### src/rtl/sline_rx_pkg.sv
package sline_rx_pkg;

    localparam int BYTE_W = 8;

    typedef enum logic [1:0] {
        RX_IDLE  = 2'd0,
        RX_START = 2'd1,
        RX_DATA  = 2'd2,
        RX_STOP  = 2'd3
    } rx_state_e;

    typedef struct packed {
        logic [BYTE_W-1:0] data;
        logic              bad_stop;
    } rx_byte_t;

    // 8-bit add with the carry-out folded back into bit 0
    function automatic logic [BYTE_W-1:0] csum_fold(
        input logic [BYTE_W-1:0] acc,
        input logic [BYTE_W-1:0] val
    );
        logic [BYTE_W:0] wide;
        wide = {1'b0, acc} + {1'b0, val};
        return wide[BYTE_W-1:0] + {{(BYTE_W-1){1'b0}}, wide[BYTE_W]};
    endfunction

endpackage

### src/rtl/sline_sync.sv
module sline_sync #(
    parameter int   STAGES  = 2,
    parameter logic RST_VAL = 1'b1
) (
    input  logic clk,
    input  logic rst,
    input  logic d_async,
    output logic q_sync
);
    logic [STAGES-1:0] chain;

    generate
        for (genvar i = 0; i < STAGES; i++) begin : g_stage
            if (i == 0) begin : g_first
                always_ff @(posedge clk) begin
                    if (rst) chain[0] <= RST_VAL;
                    else     chain[0] <= d_async;
                end
            end else begin : g_next
                always_ff @(posedge clk) begin
                    if (rst) chain[i] <= RST_VAL;
                    else     chain[i] <= chain[i-1];
                end
            end
        end
    endgenerate

    assign q_sync = chain[STAGES-1];
endmodule

### src/rtl/sline_bit_timer.sv
module sline_bit_timer #(
    parameter int CLKS_PER_BIT = 76
) (
    input  logic clk,
    input  logic rst,
    input  logic hold,
    input  logic half_sel,
    output logic tick
);
    localparam int HALF_BIT = CLKS_PER_BIT / 2;
    localparam int CNT_W    = $clog2(CLKS_PER_BIT);
    localparam logic [CNT_W-1:0] FULL_LIM = CNT_W'(CLKS_PER_BIT - 1);
    localparam logic [CNT_W-1:0] HALF_LIM = CNT_W'(HALF_BIT - 1);

    logic [CNT_W-1:0] cnt;
    logic [CNT_W-1:0] lim;

    assign lim  = half_sel ? HALF_LIM : FULL_LIM;
    assign tick = !hold && (cnt == lim);

    always_ff @(posedge clk) begin
        if (rst || hold) cnt <= '0;
        else if (tick)   cnt <= '0;
        else             cnt <= cnt + 1'b1;
    end
endmodule

### src/rtl/sline_csum.sv
module sline_csum
    import sline_rx_pkg::*;
(
    input  logic              clk,
    input  logic              rst,
    input  logic              clr,
    input  logic              add,
    input  logic [BYTE_W-1:0] val,
    output logic [BYTE_W-1:0] sum
);
    logic [BYTE_W-1:0] base;

    assign base = clr ? '0 : sum;

    always_ff @(posedge clk) begin
        if (rst)      sum <= '0;
        else if (add) sum <= csum_fold(base, val);
        else if (clr) sum <= '0;
    end
endmodule

### src/rtl/sline_rx.sv
module sline_rx
    import sline_rx_pkg::*;
#(
    parameter int CLKS_PER_BIT = 76,
    parameter int SYNC_STAGES  = 2
) (
    input  logic              clk,
    input  logic              rst,
    input  logic              en,
    input  logic              frame_clr,
    input  logic              rx_in,
    output logic [BYTE_W-1:0] rx_data,
    output logic              rx_valid,
    output logic [BYTE_W-1:0] csum,
    output logic              frame_err
);
    localparam int IDX_W = $clog2(BYTE_W);
    localparam logic [IDX_W-1:0] LAST_IDX = IDX_W'(BYTE_W - 1);

    rx_state_e         st;
    logic              line_s;
    logic              line_q;
    logic              fall;
    logic              tick;
    logic [IDX_W-1:0]  bit_idx;
    logic [BYTE_W-1:0] shreg;
    logic              byte_done;
    rx_byte_t          out_q;

    sline_sync #(.STAGES(SYNC_STAGES), .RST_VAL(1'b1)) u_sync (
        .clk     (clk),
        .rst     (rst),
        .d_async (rx_in),
        .q_sync  (line_s)
    );

    sline_bit_timer #(.CLKS_PER_BIT(CLKS_PER_BIT)) u_timer (
        .clk      (clk),
        .rst      (rst),
        .hold     (st == RX_IDLE),
        .half_sel (st == RX_START),
        .tick     (tick)
    );

    assign fall      = line_q && !line_s;
    assign byte_done = (st == RX_STOP) && tick;

    always_ff @(posedge clk) begin
        if (rst) begin
            st       <= RX_IDLE;
            line_q   <= 1'b1;
            bit_idx  <= '0;
            shreg    <= '0;
            out_q    <= '0;
            rx_valid <= 1'b0;
        end else begin
            line_q   <= line_s;
            rx_valid <= 1'b0;
            case (st)
                RX_IDLE: begin
                    if (en && fall) st <= RX_START;
                end
                RX_START: begin
                    if (tick) begin
                        if (line_s) st <= RX_IDLE;
                        else begin
                            st      <= RX_DATA;
                            bit_idx <= '0;
                        end
                    end
                end
                RX_DATA: begin
                    if (tick) begin
                        shreg <= {line_s, shreg[BYTE_W-1:1]};
                        if (bit_idx == LAST_IDX) st <= RX_STOP;
                        else bit_idx <= bit_idx + 1'b1;
                    end
                end
                RX_STOP: begin
                    if (tick) begin
                        out_q.data     <= shreg;
                        out_q.bad_stop <= !line_s;
                        rx_valid       <= 1'b1;
                        st             <= RX_IDLE;
                    end
                end
                default: st <= RX_IDLE;
            endcase
        end
    end

    sline_csum u_csum (
        .clk (clk),
        .rst (rst),
        .clr (frame_clr),
        .add (byte_done),
        .val (shreg),
        .sum (csum)
    );

    assign rx_data   = out_q.data;
    assign frame_err = out_q.bad_stop;
endmodule

### config.mk
export PLATFORM = sky130hd
export DESIGN_NAME = sline_rx
export DESIGN_NICKNAME = d
export VERILOG_FILES = /design/src/rtl/sline_rx_pkg.sv /design/src/rtl/sline_sync.sv /design/src/rtl/sline_bit_timer.sv /design/src/rtl/sline_csum.sv /design/src/rtl/sline_rx.sv
export SDC_FILE = /design/constraint.sdc
export NUM_CORES = 1
export LEC_CHECK = 0
export BUFFER_PORTS_ARGS = -buffer_cell sky130_fd_sc_hd__buf_4
export CAP_MARGIN = 20
export CORE_MARGIN = 4
export CORE_UTILIZATION = 62
export DETAILED_ROUTE_END_ITERATION = 12
export PLACE_DENSITY = 0.84
export SETUP_SLACK_MARGIN = 0.15
export SYNTH_ARGS = -nofsm -noshare
export SYNTH_HDL_FRONTEND = slang
export SYNTH_SLANG_ARGS = --single-unit
### constraint.sdc
create_clock -name clk -period 10.8 [get_ports clk]
set_input_delay 2.7 -clock clk [delete_from_list [all_inputs] [get_ports clk]]
set_output_delay 2.7 -clock clk [all_outputs]
set_load 0.01 [all_outputs]
* Word level (Yosys, flattened, before mapping)
Cells that the tools add are included.
Widths: inputs -> output; s select.
** Word-level totals
- Bits in registers :: 41
- Input bits :: 5
- Output and inout port bits :: 18
- Logic and storage cells :: 59
** Cells by class
- Add/subtract/negate cells :: 4
- Equality and inequality tests :: 12
- Mux-type cells :: 16
- Bitwise gates (word level) :: 1
- Reductions and logical operators :: 15
** Operators by type and width (number)
- $mux 8 :: 2
- $ne 2x2->1 const B :: 7
- $mux 2 :: 6
- $mux 3 :: 4
- $reduce_and 5->1 :: 2
- $add 8x8->9 :: 1
- $add 8x1->8 :: 1
- $pmux 2 s4 :: 1
- $add 7x1->7 const B :: 1
- $eq 7x7->1 :: 1
- $mux 7 :: 1
- $pmux 3 s2 :: 1
- $eq 2x2->1 const B :: 2
- $logic_and 1x1->1 :: 4
- $reduce_and 2->1 :: 2
- $reduce_or 2->1 :: 2
- $add 3x1->3 const B :: 1
- $eq 3x3->1 const B :: 1
- $eq 2x1->1 const B :: 1
- $logic_not 1->1 :: 2
- $logic_not 2->1 :: 1
- $reduce_bool 2->1 :: 1
- $logic_or 1x1->1 :: 1
- $mux 1 :: 1
- $not 1->1 :: 1

* Longest topological paths before layout
Gate-level depths: netlist of run 1.
- Depth in word-level cells :: 6
- Depth in mapped cells :: 14

* Hierarchy
Synthesis of run 1 repeated with hierarchy kept, for this count alone.
** Unflattened totals
- Cells, all modules :: 245
- Area total of the unflattened synthesis :: 2214.6 µm²
** By module, submodules not included
- sline_rx :: times used 1, cells an instance 100, area each 955.9 µm², sequential area each 480.5 µm²
- sline_csum :: times used 1, cells an instance 102, area each 844.6 µm², sequential area each 160.2 µm²
- sline_bit_timer :: times used 1, cells an instance 39, area each 361.6 µm², sequential area each 140.1 µm²
- sline_sync :: times used 1, cells an instance 4, area each 52.6 µm², sequential area each 40.0 µm²

* Worst setup path after synthesis of run 1
OpenSTA, ideal clock, no wires.
- Path type :: input -> register
- Start point :: input frame_clr
- End point :: register u_csum.sum[7]
- Data arrival time :: 5.317 ns
- Required time :: 10.714 ns
- Path slack :: 5.398 ns
- Stages :: 14
- Path buffers :: 0
- Cells stage by stage :: nor2b_1 -> ha_1 -> fa_1 -> a211o_1 -> a211o_1 -> a21o_2 -> a21o_1 -> ha_1 -> and3_1 -> and3_1 -> nand4_1 -> xnor2_1 -> xor2_1 -> a211oi_1
** Between the ends
- Word-level cells in the longest chain between the ends :: 4
** RTL lines
- start, declared :: line sline_rx.sv:10 : input logic frame_clr,
- $mux 8 *
- $add 8x8->9 :: line sline_rx_pkg.sv:23 : wide = {1'b0, acc} + {1'b0, val};
- $add 8x1->8 :: line sline_rx_pkg.sv:24 : return wide[BYTE_W-1:0] + {{(BYTE_W-1){1'b0}}, wide[BYTE_W]};
- $mux 8 * :: line sline_csum.sv:17 : else if (add) sum <= csum_fold(base, val);
- end signal, assigned :: line sline_csum.sv:17
- end, declared :: line sline_csum.sv:9 : output logic [BYTE_W-1:0] sum
Mark *: on every way between the ends. The rest lies on a longest branch, timed or not.
A chain may end at the register's enable or synchronous reset.

* Final worst setup path of run 1
Same ends and word-level chain as after synthesis.

==> key figures, run 1 <==
Status
  – Status: finished clean

Worst hold path
  – Min-Delay Path Class: reg -> reg

Synthesis
  – Most used DFF post-synth: dfxtp_1
  – Distinct cells, synth: 39
  – Yosys reg bits: 41
  – Top cell type's share of synthesized area: 0.394
  – Count leader, synth: dfxtp_1
  – Yosys warns: 0
  – Net Count, Synth: 250
  – Post-synth EDFFs: 0
  – Register area share after synthesis: 0.394
  – Async S/R FF share, synth: 0
  – Post-Syn Area: 2080 um2
  – Cells after Synth: 231
  – Synth cell count leaders: dfxtp_1 (41), nor2_1 (30), nand2_1 (23), a21oi_1 (15), ha_1 (13)
  – Synth area leaders: dfxtp_1 (39%), ha_1 (7.8%), nor2_1 (5.4%)
  – Synth Area per Inst: 9.02 um2
  – Synth area leader: dfxtp_1

Clock network
  – Clock-pin slew on the worst setup and hold paths: 110 ps
  – # hold bufs at CTS: 0
  – TritonCTS clock tree: yes
  – Post-CTS Setup Bufs: 0
  – Post-CTS Resized: 0
  – TritonCTS Sinks: 41
  – Num CTS Buffers: 5
  – Root Driver: clkbuf_4
  – Clock Tree Buf Depth: 2
  – Clock Latency Late Sink: 350 ps
  – Htree depth: 2

Critical path
  – CP Launch Type: input port
  – Critical path capture point type: register
  – CP Max Fanout: 8
  – Worst path arrival time: 5650 ps
  – Setup CP Type: in -> reg
  – Req. time, crit path: 11070 ps

Final layout
  – Area of the multi-input gates: 1200 um2
  – Layout Area Growth over Synthesis: 12.1%
  – Layout Cell Area excl Fill: 2340 um2
  – Non-Filler Instances: 294
  – Antenna cells: 0
  – Filler cells: 245
  – Sequential Area: 821 um2
  – Final nets: 268
  – Share of layout cells above drive strength 1: 0.168

Global route
  – GRT Util Overall: 0.213
  – Global-route wire length before repair: 7110 um
  – GRT overflow: 0
  – Vias in the first global route: 1550
  – Initial antenna violation count: 0
  – Largest net degree at the start of global routing: 36

STA
  – Final clock period utilization by the worst path: 0.497
  – Least-Margin Pin Slew: 573 ps
  – Final setup viols: 0
  – Minimum clock period: 5370 ps
  – Pins Over Slew Limit: 0
  – Final Hold Viols: 0
  – Worst slew margin: 0.617
  – Layout Skew: 9.72 ps
  – Max frequency: 186 MHz
  – Final setup TNS: 0 ps
  – RSZ-0062 raised after global routing: false

Pwr
  – Leak: 0.000971 uW
  – Peak VDD IR: 0.0000874 V
  – Power per cell area: 111 nW/um2

Drt
  – DR vias: 1637
  – # DRC: 0
  – DRT Pass-1 Iters: 4
  – WL/cell: 13.6 um
  – Post-Route WL: 4000 um
  – Routed Antenna Nets: 0
  – Via density: 5.57
  – DR iter-0 viols: 104

Placed design
  – # port buffers: 22
  – Hpwl dp: 2870 um
  – GP Congestion: 0.924
  – Dpl cells: 286
  – Placed cell areas: 2250 um2

Floorplan
  – Area of the core: 3130 um2
  – Die Y-Extent: 66.0 um
  – Initial Util: 0.666
  – Io pins: 23
  – # rows: 20
  – Die Width: 66.0 um
  – Total die area: 4350 um2

Job
  – Max_cap viols: 0
[state kept, by name (all words and copies together) (netlist names), named ones only]
name,count
rx_data,8
u_timer.cnt,7
frame_err,1
shreg,8
u_csum.sum,8
st,1
line_q,1
u_sync.q_sync,1
rx_valid,1
u_sync.chain,1
bit_idx,3
[routing by layer]
metal,global-route usage,routed length [um],part of all wire,up-vias
met5,0,0,0,-
li1,-,-,-,837
met1,0.273,1880,0.47,755
met2,0.348,1840,0.46,37
met4,0.0838,65,0.016,0
met3,0.0476,211,0.053,8
[path summary, 6_finish.rpt]
kind	to	cells past startpoint	slack (ps)	from
max	u_csum.sum[7]	15	5430	frame_clr
min	u_sync.q_sync	1	420	u_sync.chain[0]
max reg2reg	u_csum.sum[7]	14	7510	u_csum.sum[0]
min reg2reg	u_sync.q_sync	1	420	u_sync.chain[0]
[metrics by stage]
| stage | utilization | total power, uW | setup WS, ps | hold slack, ps |
|---|---|---|---|---|
| floorplan | - | 159 | 5400 | 389 |
| global placement | 0.720 | 161 | 5160 | 393 |
| detailed placement | 0.720 | 161 | 5080 | 395 |
| CTS | 0.747 | 263 | 5440 | 422 |
| global route | 0.747 | 271 | 5280 | 470 |
| finish | 0.747 | 260 | 5430 | 420 |
[worst max-delay path, stage by stage]
cell and delay [ps]:
buf_4 140, nor2b_1 80, ha_1 210, fa_1 400
a211o_1 300, a211o_1 300, a21o_2 200, a21o_1 200
ha_1 220, and3_1 190, and3_1 180, nand4_1 90
xnor2_1 130, xor2_1 80, a211oi_1 210
[cell type report]
type,count,area share
multi-input cells,177,0.515
flip-flops and latches,41,0.351
repair buffers,22,0.0707
clock buffers,7,0.0236
well taps,44,0.0236
clock inverters,1,0.0129
inverters,2,0.00321
[cells in the final DEF (no fill, tap or decap), types with 6 or more instances in the layout]
| cell type | instances |
|---|---|
| a211oi_1 | 6 |
| a21oi_1 | 15 |
| and3_1 | 7 |
| buf_4 | 22 |
| dfxtp_1 | 41 |
| ha_1 | 13 |
| mux2i_1 | 9 |
| nand2_1 | 23 |
| nor2_1 | 30 |
| nor2b_1 | 9 |
| xnor2_1 | 7 |
| xor2_1 | 7 |
[kinds of logic (layout without fill, tap and decap cells)]
kind of cell	Yosys count	count (layout)	share of synthesized area
fa+ha+maj	14	14	0.0876
flops	41	41	0.394
xor+xnor	14	14	0.0588
compound gates	43	43	0.157
buf+inv	13	32	0.0294
simple gates	97	97	0.230
mux	9	9	0.0432
[power by group]
| group | switching (uW) | internal (uW) | total (uW) |
|---|---|---|---|
| logic | 3.16 | 1.72 | 4.88 |
| registers | 0.667 | 152 | 152 |
| clock network | 47.4 | 55.3 | 103 |
| total | 51.3 | 209 | 260 |
(Power assumes the default switching activity.)
==> run 2, diff against run 1 <==
--- a/config.mk
+++ b/config.mk
@@ -8,9 +8,9 @@
 export BUFFER_PORTS_ARGS = -buffer_cell sky130_fd_sc_hd__buf_4
 export CAP_MARGIN = 20
 export CORE_MARGIN = 4
-export CORE_UTILIZATION = 62
+export CORE_UTILIZATION = 58
 export DETAILED_ROUTE_END_ITERATION = 12
-export PLACE_DENSITY = 0.84
+export PLACE_DENSITY = 0.79
 export SETUP_SLACK_MARGIN = 0.15
 export SYNTH_ARGS = -nofsm -noshare
 export SYNTH_HDL_FRONTEND = slang
==> constraint.sdc (replaced) <==
create_clock -name clk -period 5.1 [get_ports clk]
set_input_delay 1.275 -clock clk [delete_from_list [all_inputs] [get_ports clk]]
set_output_delay 1.275 -clock clk [all_outputs]
set_load 0.01 [all_outputs]
==> run 2 against run 1 <==
  * Die area rose by 6.0%
  * Hold slack improved by 1.3 ps
  * Sequential share of layout area barely moved
  * Non-clock buffer count did not move
  * Clock power rose by 120%
  * Clock-buffer cell count did not move
  * Combinational power rose by 110%
  * Global-route usage fell by 2.3 points
  * Sequential cell count did not move
  * Clock skew rose by 3.4 ps
  * Critical path depth did not move
==> key figures, run 2 (same netlist as run 1, synthesis figures left out) <==
Final layout
  – Share of layout cells above drive strength 1: 0.168 (unchanged)
  – Sequential Area: 821 um2 (unchanged)
  – Most frequent cells in the layout: dfxtp_1 (41), nor2_1 (30), nand2_1 (23)
  – Most common cell after layout, fill and taps aside: dfxtp_1
  – Layout Area Growth over Synthesis: 12.2%
  – Filler cells: 299 (+22%)
  – Area of the multi-input gates: 1200 um2 (unchanged)
  – Antenna cells: 0 (unchanged)
  – Non-Filler Instances: 296 (+0.68%)
  – Final nets: 268 (unchanged)

STA
  – Final setup viols: 0 (unchanged)
  – Final setup TNS: 0 ps (unchanged)
  – Least-Margin Pin Slew: 567 ps (-6.55 ps)
  – Max frequency: 254 MHz
  – Layout Skew: 13.1 ps (+3.38 ps)
  – RSZ-0062 raised after global routing: false
  – Pins Over Slew Limit: 0 (unchanged)
  – Final clock period utilization by the worst path: 0.771
  – WHS: 421 ps (+1.30 ps)
  – Final Worst Setup Slack: 1170 ps (-4260 ps)
  – Worst slew margin: 0.621 (+0.00438)
  – Final Hold Viols: 0 (unchanged)
  – Minimum clock period: 3930 ps

Critical path
  – Critical path capture point type: register
  – Worst path arrival time: 4200 ps (-1450 ps)
  – Req. time, crit path: 5370 ps (-5700 ps)
  – CP Max Fanout: 8 (unchanged)
  – Setup CP Type: in -> reg
  – CP Launch Type: input port

Drt
  – DR vias: 1606 (-1.9%)
  – Routed Antenna Nets: 0 (unchanged)
  – DR iter-0 viols: 81 (-22%)
  – DRT Pass-1 Iters: 4 (unchanged)
  – WL/cell: 13.5 um (-0.73%)
  – # DRC: 0 (unchanged)
  – Post-Route WL: 4000 um (about the same)
  – Via density: 5.43 (-2.6%)

Clock network
  – Clock Tree Buf Depth: 2 (unchanged)
  – Clock Latency Late Sink: 360 ps (about the same)
  – Root Driver: clkbuf_4
  – Post-CTS Resized: 0 (unchanged)
  – TritonCTS clock tree: yes
  – Htree depth: 2 (unchanged)
  – # hold bufs at CTS: 0 (unchanged)
  – Num CTS Buffers: 5 (unchanged)
  – Clock-pin slew on the worst setup and hold paths: 110 ps (about the same)
  – Post-CTS Setup Bufs: 0 (unchanged)
  – TritonCTS Sinks: 41 (unchanged)

Placed design
  – Hpwl dp: 2830 um (-1.4%)
  – Dpl ws: 832 ps (-4250 ps)
  – GP Congestion: 0.834 (-9.7%)
  – # port buffers: 22 (unchanged)
  – Dpl cells: 288 (+0.70%)

Global route
  – Initial antenna violation count: 0 (unchanged)
  – Largest net degree at the start of global routing: 36 (unchanged)
  – Vias in the first global route: 1521 (-1.9%)
  – GRT Util Overall: 0.190 (-0.0231)
  – Global-route wire length before repair: 6690 um (-5.9%)
  – GRT overflow: 0 (unchanged)

Pwr
  – Power per cell area: 239 nW/um2 (+110%)
  – Leak: 0.000971 uW (unchanged)
  – Peak VDD IR: 0.000209 V (+140%)

Worst hold path
  – Min-Delay Path Class: reg -> reg

Floorplan
  – Io pins: 23 (unchanged)
  – # rows: 21 (+5.0%)
  – Die Y-Extent: 68.0 um (+3.0%)
  – Initial Util: 0.610 (-0.0561)
  – Total die area: 4620 um2 (+6.0%)
  – Die Width: 68.0 um (+3.0%)
  – Area of the core: 3420 um2 (+9.2%)

Job
  – Max_cap viols: 0 (unchanged)

Status
  – Status: finished clean
==> run 2: cell counts in the layout (fill, tap and decap cells not counted) <==
Identical to the previous run, type by type.
==> run 2: worst paths after layout <==
check                                     start            end  slack, ps  depth (start not counted)
worst max-delay path                  frame_clr  u_csum.sum[7]       1170                         15
worst min-delay path            u_sync.chain[0]  u_sync.q_sync        420                          1
worst max register to register    u_csum.sum[0]  u_csum.sum[7]       1830                         14
worst min register to register  u_sync.chain[0]  u_sync.q_sync        420                          1
==> run 2: power by group <==
part           switching (uW)  total [uW]  internal [uW]  leakage (uW)
clock                     108         226            117     0.0000455
combinational            6.59        10.2           3.64      0.000595
sequential               1.33         323            322      0.000331
==> run 2: through the flow <==
stage / instance area, um2 / utilization / total power, uW
after detailed placement: 2250 / 0.660 / 340
final: 2340 / 0.685 / 559
after global placement: 2250 / 0.660 / 340
after CTS: 2340 / 0.685 / 559
after global routing: 2340 / 0.685 / 572
after floorplan: 2080 / - / 336
==> run 2: critical path, cell delays in order <==
cell and delay (ps):
buf_4 130, nor2b_1 60, ha_1 210, fa_1 420, a211o_1 310, a211o_1 290
a21o_2 190, a21o_1 190, ha_1 220, and3_1 200, and3_1 180, nand4_1 90
xnor2_1 130, xor2_1 80, a211oi_1 210
==> run 2: cell type report <==
type	instances	area share
Clock buffer	7	0.0235
Multi-Input combinational cell	177	0.514
Clock inverter	1	0.0128
Inverter	2	0.00321
Tap cell	46	0.0246
Timing Repair Buffer	22	0.0706
Sequential cell	41	0.351
==> run 2: layer usage <==
| metal | vias to the layer above | track usage | share of wire |
|---|---|---|---|
| met5 | - | 0 | 0 |
| met4 | 0 | 0.0521 | 0.012 |
| met3 | 7 | 0.0460 | 0.028 |
| met2 | 16 | 0.337 | 0.50 |
| met1 | 746 | 0.228 | 0.46 |
| li1 | 837 | - | - |
